<file path="config.mk">
export PLATFORM = sky130hd
export DESIGN_NAME = tlb_xlate_top
export DESIGN_NICKNAME = d
export VERILOG_FILES = /design/src/rtl/tlb_xlate_pkg.sv /design/src/rtl/tlb_entry_store.sv /design/src/rtl/tlb_way_match.sv /design/src/rtl/tlb_attr_decode.sv /design/src/rtl/tlb_xlate_top.sv
export SDC_FILE = /design/constraint.sdc
export NUM_CORES = 2
export LEC_CHECK = 0
export BUFFER_PORTS_ARGS = -buffer_cell sky130_fd_sc_hd__buf_2
export CORE_MARGIN = 2
export CORE_UTILIZATION = 40
export CTS_BUF_LIST = sky130_fd_sc_hd__clkbuf_16
export DETAILED_ROUTE_END_ITERATION = 6
export SLEW_MARGIN = 0
export SYNTH_ARGS = -nofsm -noshare
export SYNTH_HDL_FRONTEND = slang
export SYNTH_HIERARCHICAL = 1
export SYNTH_SLANG_ARGS = --single-unit
export TNS_END_PERCENT = 20
</file>
<file path="constraint.sdc">
create_clock -name clk -period 7.3 [get_ports clk]
set_input_delay 0.73 -clock clk [delete_from_list [all_inputs] [get_ports clk]]
set_output_delay 0.73 -clock clk [all_outputs]
set_load 0.01 [all_outputs]
</file>
<file path="src/rtl/tlb_xlate_pkg.sv">
package tlb_xlate_pkg;

  localparam int NUM_WAYS     = 7;
  localparam int NUM_VAR_WAYS = 5;

  typedef struct packed {
    logic [31:0] vpn;
    logic [31:0] ppn;
    logic [7:0]  asid;
    logic [3:0]  attr;
  } tlb_entry_t;

  typedef enum logic [1:0] {
    ST_HIT   = 2'd0,
    ST_MISS  = 2'd1,
    ST_MULTI = 2'd2,
    ST_FAULT = 2'd3
  } status_e;

  typedef enum logic [1:0] {
    CP_BYPASS = 2'd0,
    CP_WBACK  = 2'd1,
    CP_WTHRU  = 2'd2,
    CP_ISOL   = 2'd3
  } cache_e;

  localparam logic [5:0] CAUSE_I_MISS  = 6'd16;
  localparam logic [5:0] CAUSE_I_MULTI = 6'd17;
  localparam logic [5:0] CAUSE_I_PRIV  = 6'd18;
  localparam logic [5:0] CAUSE_I_PROH  = 6'd20;
  localparam logic [5:0] CAUSE_D_MISS  = 6'd24;
  localparam logic [5:0] CAUSE_D_MULTI = 6'd25;
  localparam logic [5:0] CAUSE_D_PRIV  = 6'd26;
  localparam logic [5:0] CAUSE_L_PROH  = 6'd28;
  localparam logic [5:0] CAUSE_S_PROH  = 6'd29;

  typedef struct packed {
    status_e     status;
    logic [5:0]  cause;
    logic [31:0] paddr;
    logic [31:0] pgsize;
    logic        rd;
    logic        wr;
    logic        ex;
    cache_e      cache;
    logic [1:0]  ring;
    logic [2:0]  way;
  } rsp_t;

  // Preset mappings of the two fixed ways (way 5: 128 MB, way 6: 256 MB).
  function automatic tlb_entry_t fixed_entry(input int way, input logic idx);
    tlb_entry_t e;
    e.asid = 8'd1;
    e.attr = idx ? 4'd3 : 4'd7;
    if (way == 5) begin
      e.vpn = idx ? 32'hD800_0000 : 32'hD000_0000;
      e.ppn = 32'h0000_0000;
    end else begin
      e.vpn = idx ? 32'hF000_0000 : 32'hE000_0000;
      e.ppn = 32'hF000_0000;
    end
    return e;
  endfunction

endpackage

</file>
<file path="src/rtl/tlb_entry_store.sv">
module tlb_entry_store
  import tlb_xlate_pkg::*;
#(
  parameter int REFILL_ENTRIES = 4,
  localparam int REF_IDXW = $clog2(REFILL_ENTRIES),
  localparam int IDXW     = (REF_IDXW > 2) ? REF_IDXW : 2,
  localparam int DEPTH    = 1 << IDXW
) (
  input  logic                                   clk,
  input  logic                                   rst_n,
  input  logic                                   wr_en,
  input  logic [2:0]                             wr_way,
  input  logic [IDXW-1:0]                        wr_idx,
  input  tlb_entry_t                             wr_entry,
  input  logic [NUM_VAR_WAYS-1:0][IDXW-1:0]      rd_idx,
  output tlb_entry_t [NUM_VAR_WAYS-1:0]          rd_entry
);

  tlb_entry_t mem_q [NUM_VAR_WAYS][DEPTH];
  logic [IDXW-1:0] wr_slot;

  always_comb begin
    if (wr_way == 3'd4) wr_slot = IDXW'(wr_idx[1:0]);
    else                wr_slot = IDXW'(wr_idx[REF_IDXW-1:0]);
  end

  always_ff @(posedge clk or negedge rst_n) begin
    if (!rst_n) begin
      for (int w = 0; w < NUM_VAR_WAYS; w++)
        for (int e = 0; e < DEPTH; e++)
          mem_q[w][e] <= '0;
    end else if (wr_en && (wr_way < 3'(NUM_VAR_WAYS))) begin
      mem_q[wr_way][wr_slot] <= wr_entry;
    end
  end

  for (genvar w = 0; w < NUM_VAR_WAYS; w++) begin : g_rd
    assign rd_entry[w] = mem_q[w][rd_idx[w]];
  end

endmodule

</file>
<file path="src/rtl/tlb_way_match.sv">
module tlb_way_match
  import tlb_xlate_pkg::*;
(
  input  tlb_entry_t  ent,
  input  logic [31:0] mask,
  input  logic [31:0] vaddr,
  input  logic [31:0] ring_tags,
  output logic        hit,
  output logic [1:0]  ring
);

  logic [3:0] slot_eq;
  logic       tag_eq;

  always_comb begin
    for (int s = 0; s < 4; s++)
      slot_eq[s] = (ring_tags[8*s +: 8] == ent.asid);
    ring = 2'd0;
    for (int s = 3; s >= 0; s--)
      if (slot_eq[s]) ring = 2'(s);
    tag_eq = (((ent.vpn ^ vaddr) & mask) == 32'd0);
    hit    = (ent.asid != 8'd0) && tag_eq && (|slot_eq);
  end

endmodule

</file>
<file path="src/rtl/tlb_attr_decode.sv">
module tlb_attr_decode
  import tlb_xlate_pkg::*;
(
  input  logic [3:0] attr,
  input  logic       is_fetch,
  output logic       rd,
  output logic       wr,
  output logic       ex,
  output cache_e     cache
);

  logic raw_rd, raw_wr, raw_ex;

  always_comb begin
    raw_rd = 1'b0;
    raw_wr = 1'b0;
    raw_ex = 1'b0;
    cache  = CP_BYPASS;
    if (attr < 4'd12) begin
      raw_rd = 1'b1;
      raw_ex = attr[0];
      raw_wr = attr[1];
      unique case (attr[3:2])
        2'b00:   cache = CP_BYPASS;
        2'b01:   cache = CP_WBACK;
        default: cache = CP_WTHRU;
      endcase
    end else if (attr == 4'd13) begin
      raw_rd = 1'b1;
      raw_wr = 1'b1;
      cache  = CP_ISOL;
    end
    rd = raw_rd & ~is_fetch;
    wr = raw_wr & ~is_fetch;
    ex = raw_ex &  is_fetch;
  end

endmodule

</file>
<file path="src/rtl/tlb_xlate_top.sv">
module tlb_xlate_top
  import tlb_xlate_pkg::*;
#(
  parameter int REFILL_ENTRIES = 4,
  localparam int REF_IDXW = $clog2(REFILL_ENTRIES),
  localparam int IDXW     = (REF_IDXW > 2) ? REF_IDXW : 2
) (
  input  logic            clk,
  input  logic            rst_n,
  input  logic            asid_we,
  input  logic [31:0]     asid_wdata,
  input  logic            pgsz_we,
  input  logic [1:0]      pgsz_wdata,
  input  logic [1:0]      cur_ring,
  input  logic            ent_we,
  input  logic [2:0]      ent_way,
  input  logic [IDXW-1:0] ent_idx,
  input  logic [31:0]     ent_vpn,
  input  logic [31:0]     ent_ppn,
  input  logic [7:0]      ent_asid,
  input  logic [3:0]      ent_attr,
  input  logic            req_valid,
  output logic            req_ready,
  input  logic [31:0]     req_vaddr,
  input  logic [1:0]      req_kind,
  output logic            rsp_valid,
  input  logic            rsp_ready,
  output logic [1:0]      rsp_status,
  output logic [5:0]      rsp_cause,
  output logic [31:0]     rsp_paddr,
  output logic [31:0]     rsp_pgsize,
  output logic            rsp_rd,
  output logic            rsp_wr,
  output logic            rsp_ex,
  output logic [1:0]      rsp_cache,
  output logic [1:0]      rsp_ring,
  output logic [2:0]      rsp_way
);

  // Control registers
  logic [31:0] ring_tags_q;
  logic [1:0]  pgsz_q;
  logic        unused_tag_low;

  assign unused_tag_low = ^asid_wdata[7:0];

  always_ff @(posedge clk or negedge rst_n) begin
    if (!rst_n) begin
      ring_tags_q <= 32'h0403_0201;
      pgsz_q      <= 2'd0;
    end else begin
      if (asid_we) ring_tags_q <= {asid_wdata[31:8], 8'h01};
      if (pgsz_we) pgsz_q      <= pgsz_wdata;
    end
  end

  // Entry storage for the writable ways
  tlb_entry_t                        wr_entry;
  logic [NUM_VAR_WAYS-1:0][IDXW-1:0] store_idx;
  tlb_entry_t [NUM_VAR_WAYS-1:0]     store_ent;

  assign wr_entry = '{vpn: ent_vpn, ppn: ent_ppn, asid: ent_asid, attr: ent_attr};

  tlb_entry_store #(.REFILL_ENTRIES(REFILL_ENTRIES)) store_i (
    .clk      (clk),
    .rst_n    (rst_n),
    .wr_en    (ent_we),
    .wr_way   (ent_way),
    .wr_idx   (ent_idx),
    .wr_entry (wr_entry),
    .rd_idx   (store_idx),
    .rd_entry (store_ent)
  );

  // Per-way geometry and tag compare
  logic [NUM_WAYS-1:0][31:0] way_mask;
  tlb_entry_t [NUM_WAYS-1:0] way_ent;
  logic [NUM_WAYS-1:0]       way_hit;
  logic [NUM_WAYS-1:0][1:0]  way_ring;
  logic [4:0]                var_base;

  assign var_base = 5'd20 + 5'({pgsz_q, 1'b0});

  for (genvar w = 0; w < NUM_WAYS; w++) begin : g_way
    if (w < 4) begin : g_small
      assign way_mask[w]  = 32'hFFFF_F000;
      assign store_idx[w] = IDXW'(req_vaddr[12 +: REF_IDXW]);
      assign way_ent[w]   = store_ent[w];
    end else if (w == 4) begin : g_var
      assign way_mask[w]  = 32'hFFF0_0000 << {pgsz_q, 1'b0};
      assign store_idx[w] = IDXW'(req_vaddr[var_base +: 2]);
      assign way_ent[w]   = store_ent[w];
    end else if (w == 5) begin : g_fix5
      assign way_mask[w]  = 32'hF800_0000;
      assign way_ent[w]   = fixed_entry(5, req_vaddr[27]);
    end else begin : g_fix6
      assign way_mask[w]  = 32'hF000_0000;
      assign way_ent[w]   = fixed_entry(6, req_vaddr[28]);
    end

    tlb_way_match match_i (
      .ent       (way_ent[w]),
      .mask      (way_mask[w]),
      .vaddr     (req_vaddr),
      .ring_tags (ring_tags_q),
      .hit       (way_hit[w]),
      .ring      (way_ring[w])
    );
  end

  // Hit selection
  logic [2:0]  hit_cnt;
  logic [2:0]  sel_way;
  logic [31:0] sel_mask;
  logic [31:0] sel_ppn;
  logic [3:0]  sel_attr;
  logic [1:0]  sel_ring;

  always_comb begin
    hit_cnt  = 3'($countones(way_hit));
    sel_way  = 3'd0;
    sel_mask = way_mask[0];
    sel_ppn  = way_ent[0].ppn;
    sel_attr = way_ent[0].attr;
    sel_ring = way_ring[0];
    for (int w = NUM_WAYS - 1; w >= 0; w--) begin
      if (way_hit[w]) begin
        sel_way  = 3'(w);
        sel_mask = way_mask[w];
        sel_ppn  = way_ent[w].ppn;
        sel_attr = way_ent[w].attr;
        sel_ring = way_ring[w];
      end
    end
  end

  // Rights and result
  logic   is_fetch, is_store;
  logic   dec_rd, dec_wr, dec_ex;
  cache_e dec_cache;
  logic   granted;
  rsp_t   nxt, rsp_q;
  logic   rsp_valid_q;

  assign is_fetch = req_kind[1];
  assign is_store = (req_kind == 2'b01);

  tlb_attr_decode attr_i (
    .attr     (sel_attr),
    .is_fetch (is_fetch),
    .rd       (dec_rd),
    .wr       (dec_wr),
    .ex       (dec_ex),
    .cache    (dec_cache)
  );

  assign granted = is_fetch ? dec_ex : (is_store ? dec_wr : dec_rd);

  always_comb begin
    nxt = '0;
    if (hit_cnt == 3'd0) begin
      nxt.status = ST_MISS;
      nxt.cause  = is_fetch ? CAUSE_I_MISS : CAUSE_D_MISS;
    end else if (hit_cnt > 3'd1) begin
      nxt.status = ST_MULTI;
      nxt.cause  = is_fetch ? CAUSE_I_MULTI : CAUSE_D_MULTI;
    end else if (sel_ring < cur_ring) begin
      nxt.status = ST_FAULT;
      nxt.cause  = is_fetch ? CAUSE_I_PRIV : CAUSE_D_PRIV;
    end else if (!granted) begin
      nxt.status = ST_FAULT;
      nxt.cause  = is_fetch ? CAUSE_I_PROH : (is_store ? CAUSE_S_PROH : CAUSE_L_PROH);
    end else begin
      nxt.status = ST_HIT;
      nxt.paddr  = (sel_ppn & sel_mask) | (req_vaddr & ~sel_mask);
      nxt.pgsize = ~sel_mask + 32'd1;
      nxt.rd     = dec_rd;
      nxt.wr     = dec_wr;
      nxt.ex     = dec_ex;
      nxt.cache  = dec_cache;
      nxt.ring   = sel_ring;
      nxt.way    = sel_way;
    end
  end

  // Response register with valid/ready hand-off
  assign req_ready = !rsp_valid_q || rsp_ready;

  always_ff @(posedge clk or negedge rst_n) begin
    if (!rst_n) begin
      rsp_valid_q <= 1'b0;
      rsp_q       <= '0;
    end else if (req_valid && req_ready) begin
      rsp_valid_q <= 1'b1;
      rsp_q       <= nxt;
    end else if (rsp_ready) begin
      rsp_valid_q <= 1'b0;
    end
  end

  assign rsp_valid  = rsp_valid_q;
  assign rsp_status = rsp_q.status;
  assign rsp_cause  = rsp_q.cause;
  assign rsp_paddr  = rsp_q.paddr;
  assign rsp_pgsize = rsp_q.pgsize;
  assign rsp_rd     = rsp_q.rd;
  assign rsp_wr     = rsp_q.wr;
  assign rsp_ex     = rsp_q.ex;
  assign rsp_cache  = rsp_q.cache;
  assign rsp_ring   = rsp_q.ring;
  assign rsp_way    = rsp_q.way;

endmodule

</file>
== Word level (Yosys, flattened, before mapping) ==
Index checks and enable logic that the tools add are counted.

* Flip-flop bits (word level): 1,629
* Bits of input ports: 158
* Output and inout port bits: 84
* Word-level logic and storage cells: 296

* $add $sub $neg: 8
* Magnitude comparators: 10
* Eq/ne operators: 23
* Shift operators: 2
* Muxes and demuxes: 104
* Bitwise operators: 20
* Reduce and logical (&&, ||, !) cells: 36

{| class="wikitable"
|+ Operators with widths
! operator !! count
|-
| $bwmux 1520 || 1
|-
| $demux 304 s3 || 1
|-
| $mux 76 || 11
|-
| $bmux 76 s2 || 5
|-
| $mux 32 || 13
|-
| $mux 304 || 1
|-
| $mux 74 || 4
|-
| $logic_not 32->1 || 7
|-
| $xor 32x32->32 || 7
|-
| $demux 76 s2 || 1
|-
| $eq 8x8->1 || 15
|-
| $and 32x32->32 || 3
|-
| $mux 2 || 30
|-
| $mux 28 || 2
|-
| $mux 4 || 11
|-
| $eq 1x8->1 const A || 5
|-
| $reduce_bool 8->1 || 5
|-
| $add 32x1->32 const B || 1
|-
| $not 32->32 || 1
|-
| $or 32x32->32 || 1
|-
| $shiftx 32x6->2 || 1
|-
| $shl 32x3->32 const A || 1
|-
| $mux 29 || 1
|-
| $mux 3 || 9
|-
| 30 further kinds || 66
|}

== Longest topological paths before layout ==
* Word-level depth: 26
* Depth in mapped cells: 24
* Mapped depth without buffers: 18

== Hierarchy ==
Netlist, hierarchy kept.

{| class="wikitable"
|+ By module, submodules not included
! module !! instances !! cells each !! area each (µm²) !! sequential area each (µm²)
|-
| tlb_entry_store || 1 || 3,854 || 65,599.2 || 38,036.5
|-
| tlb_way_match || 7 || 114 || 942.2 || 0.0
|-
| tlb_xlate_top || 1 || 517 || 5,017.3 || 2,157.1
|-
| tlb_attr_decode || 1 || 9 || 63.8 || 0.0
|}

== Worst setup path after synthesis ==
No wires, ideal clock.

* Kind: input -> register
* Start: input port req_vaddr[12]
* End: register rsp_q, in the netlist rsp_paddr[31]
* Library setup time: 0.066 ns
* Data arrival time: 5.870 ns
* Required time: 7.234 ns
* Slack: 1.365 ns
* Stages: 18
* Buffers on the path: 4
* Cells stage by stage: clkbuf_1 > buf_2 > buf_2 > mux4_2 > xor2_1 > a22oi_1 > nand4_1 > nor4_1 > o2111a_1 > fa_1 > inv_1 > fa_1 > fa_1 > fa_1 > nand3_1 > a2111oi_4 > buf_6 > a22o_1

{| class="wikitable"
|+ RTL lines
! what !! line !! RTL
|-
| start: declaration || tlb_xlate_top.sv:24 || <nowiki>input logic [31:0] req_vaddr,</nowiki>
|-
| end signal: assignment || tlb_xlate_top.sv:195 || <nowiki>rsp_q <= nxt;</nowiki>
|-
| end: declaration || tlb_xlate_top.sv:142 || <nowiki>rsp_t nxt, rsp_q;</nowiki>
|}

==> summary.md <==
| Metric | Value |
|---|---|
| Status | finished, final reports clean |
| Min Tclk post-route | 6.964 ns |
| Fin crit share | 95.40% |
| CP Data Required Time | 8.00 ns |
| Final wirelength | between 150000 and 200000 um |
| Placed instance count | 6916 |
| M3 GR Usage | under 10% |
| Initial Util | 40.31% |
| Max-cap violations | 0 |
| Core box area | 163000 sq um |
| DR WL/cell | 26.82 um |
| Clock Path Buffers | 3 |
| Clock root cell | clkbuf_16 |
| Hold Vio Cnt, Final | 0 |
| I/O Pins | 242 |
| Ys Warns | 6 |
| Setup-failing EPs final | 0 |
| Site Rows | 148 |
| Hold path depth | 3 |
| 1st-iter DRT viols | 2959 |
| Number of remaining DRC errors | 0 |
| Pin count of the biggest net entering global routing | 158 |
| GP Congestion | about 0.85 |
| Worst path arrival time | 7.67 ns |
| Worst hold-check path type | in2reg |
| Busiest grt layer | met2 |
| Share of post-route cells with drive strength above 1 | 43.63% |
| Gr ovfl total | 0 |
| Vias per Instance | 5.510 |
| CTS tree | yes |
| Final ANT Viol Nets | 0 |
| Crit Path Class | reg2reg |
| Setup TNS | 0 ns |
| Clock latency on the worst-skew pair | 0.81 ns |
| Global-route wire length before repair | between 200000 and 300000 um |
| Gr usage total | a little under a quarter |
| Static leakage | 34.27 nW |
| Vias in the first global route | 40620 |
| Synthesized area | 65690 sq um |
| TritonCTS buffer count | 148 |
| Worst slew pin tran | 1.121 ns |
| Met2 Resource Use GR | ~36% |
| Setup crit end kind | register |
| Reg2reg end | rsp_paddr[13]$_DFFE_PN0P_ |
| RSZ-0062 raised after global routing | no |
| Die Wd | 409.3 um |
| Post-CTS Setup Bufs | 0 |
| Met1 usage | 32.82% |
| Worst r2r src | pgsz_q[0]$_DFFE_PN0P_ |
| Die height | 409.3 um |
| Fin cells | between 7000 and 8000 |
| DR pass1 iterations | 5 |
| CP startpoint kind | register |
| Initial antenna violation count | 29 |
| Pwr Density | 279.6 nW/um^2 |
| Worst IR Drop VDD | 0.0002340 V |
| Max Fanout on Critical Path | 18 |
| Max_slew headroom | 25.27% |
| Fmax achieved | 143.6 MHz |
| Total clock sinks | 1334 |
| Clock skew | about 0.05 ns |
| Die Area | 167500 sq um |
| Hold Crit Start | pgsz_wdata[1] |
| HPWL after detailed placement | roughly 120000 um |
| Area Growth Syn to Fin | 13.44% |
| PortBufs | 198 |
| Post-Syn Area per Cell | 14.54 sq um |
| Max-slew violation count | 0 |
| R2R setup slack | 0.34 ns |
| Cells after Synth | 4518 |
| Worst Reg-to-Reg Cells | 20 |
| Worst-path clk slew | ~0.06 ns |
| H-tree lvl count | 4 |
| Hold endpoint | pgsz_q[1]$_DFFE_PN0P_ |
| Vias | between 30000 and 40000 |
| Nets | approximately 5100 |
-- how the worst max path moves through the flow --
stage | cells after the start | to | start
finish | 20 | rsp_paddr[13]$_DFFE_PN0P_ | pgsz_q[0]$_DFFE_PN0P_
global placement | 22 | rsp_paddr[19]$_DFFE_PN0P_ | req_vaddr[20]
detailed placement | 22 | rsp_paddr[17]$_DFFE_PN0P_ | req_vaddr[20]
global route | 22 | rsp_paddr[13]$_DFFE_PN0P_ | pgsz_q[0]$_DFFE_PN0P_
CTS | 22 | rsp_paddr[13]$_DFFE_PN0P_ | pgsz_q[0]$_DFFE_PN0P_
floorplan | 18 | rsp_paddr[31]$_DFFE_PN0P_ | req_vaddr[12]
-- cells in the final DEF, fill, tap and decap left out, types with 47 or more instances in the layout --
cell / count
xnor2_1: 57
dfrtp_1: 1330
buf_4: 105
a22oi_1: 94
inv_1: 47
nand2_1: 98
conb_1: 375
nor4_1: 49
clkbuf_16: 148
mux4_2: 312
xor2_1: 392
mux2_2: 1275
buf_2: 195
-- layer usage --
metal  wire length (um)  up-vias
li1                   -    16945
met1              86200    21212
met2              89290     1186
met3              13390      286
met4               3947       16
met5                112        -
-- critical path: stages, from the launching register on --
cell      delay (ns)
dfrtp_1         0.32
buf_4           0.19
mux4_4          1.00
buf_4           0.34
mux4_2          0.49
xor2_1          0.16
a222oi_1        0.75
o2111a_1        0.43
or3_1           0.37
o221ai_1        0.16
o211ai_1        0.13
mux2i_1         0.09
o21ai_1         0.41
buf_4           0.21
a21bo_1         0.21
a21oi_2         0.20
mux2_2          0.20
mux2i_1         0.10
a2111o_2        0.60
buf_4           0.29
o21ai_0         0.19
-- what timing repair did --
item	CTS	global route
hold buffers	1	0
resized for setup	0	1
endpoints found under the setup margin	0	46
hold endpoints to repair	50	0
-- state kept, by name (all words and copies together), names as in the netlist --
name	count
rsp_wr	1
pgsz_q	2
rsp_rd	1
ring_tags_q	24
rsp_paddr	32
rsp_status	2
rsp_cause	5
rsp_cache	2
rsp_ex	1
rsp_way	3
rsp_pgsize	10
rsp_ring	2
rsp_valid	1
store_i/mem_q	1248
-- final cells by class --
cell class,instances,area [sq um]
diodes,5,12.51
clock buffers,148,3704
clock inverters,125,1126
fillers,14699,88440
inverters,20,75.07
multi-input cells,3065,31290
flip-flops and latches,1334,33390
well taps,2175,2721
repair buffers,323,2205
-- stage by stage --
| stage | util [%] | worst slack [ns] | area [sq um] | total power, W | hold WS (ns) |
|---|---|---|---|---|---|
| 2_1_floorplan | - | 1.365 | 67090 | 0.01241 | 0.4344 |
| 3_3_place_gp | 42.75 | -0.1382 | 69670 | 0.01337 | 0.4625 |
| 3_5_place_dp | 42.75 | -0.2116 | 69670 | 0.01353 | 0.4712 |
| 4_1_cts | 45.72 | 0.2475 | 74510 | 0.02102 | 0.09780 |
| 5_1_grt | 45.73 | 0.05853 | 74510 | 0.02180 | 0.1540 |
| 6_report | 45.73 | 0.3360 | 74520 | 0.02084 | 0.1512 |
-- where the power goes --
part / total, W / internal, W / switching [W]
Combinational: 0.00395 / 0.00217 / 0.00178
Clock: 0.00743 / 0.00420 / 0.00323
Sequential: 0.00946 / 0.00876 / 0.000700
(Power assumes the default switching activity.)
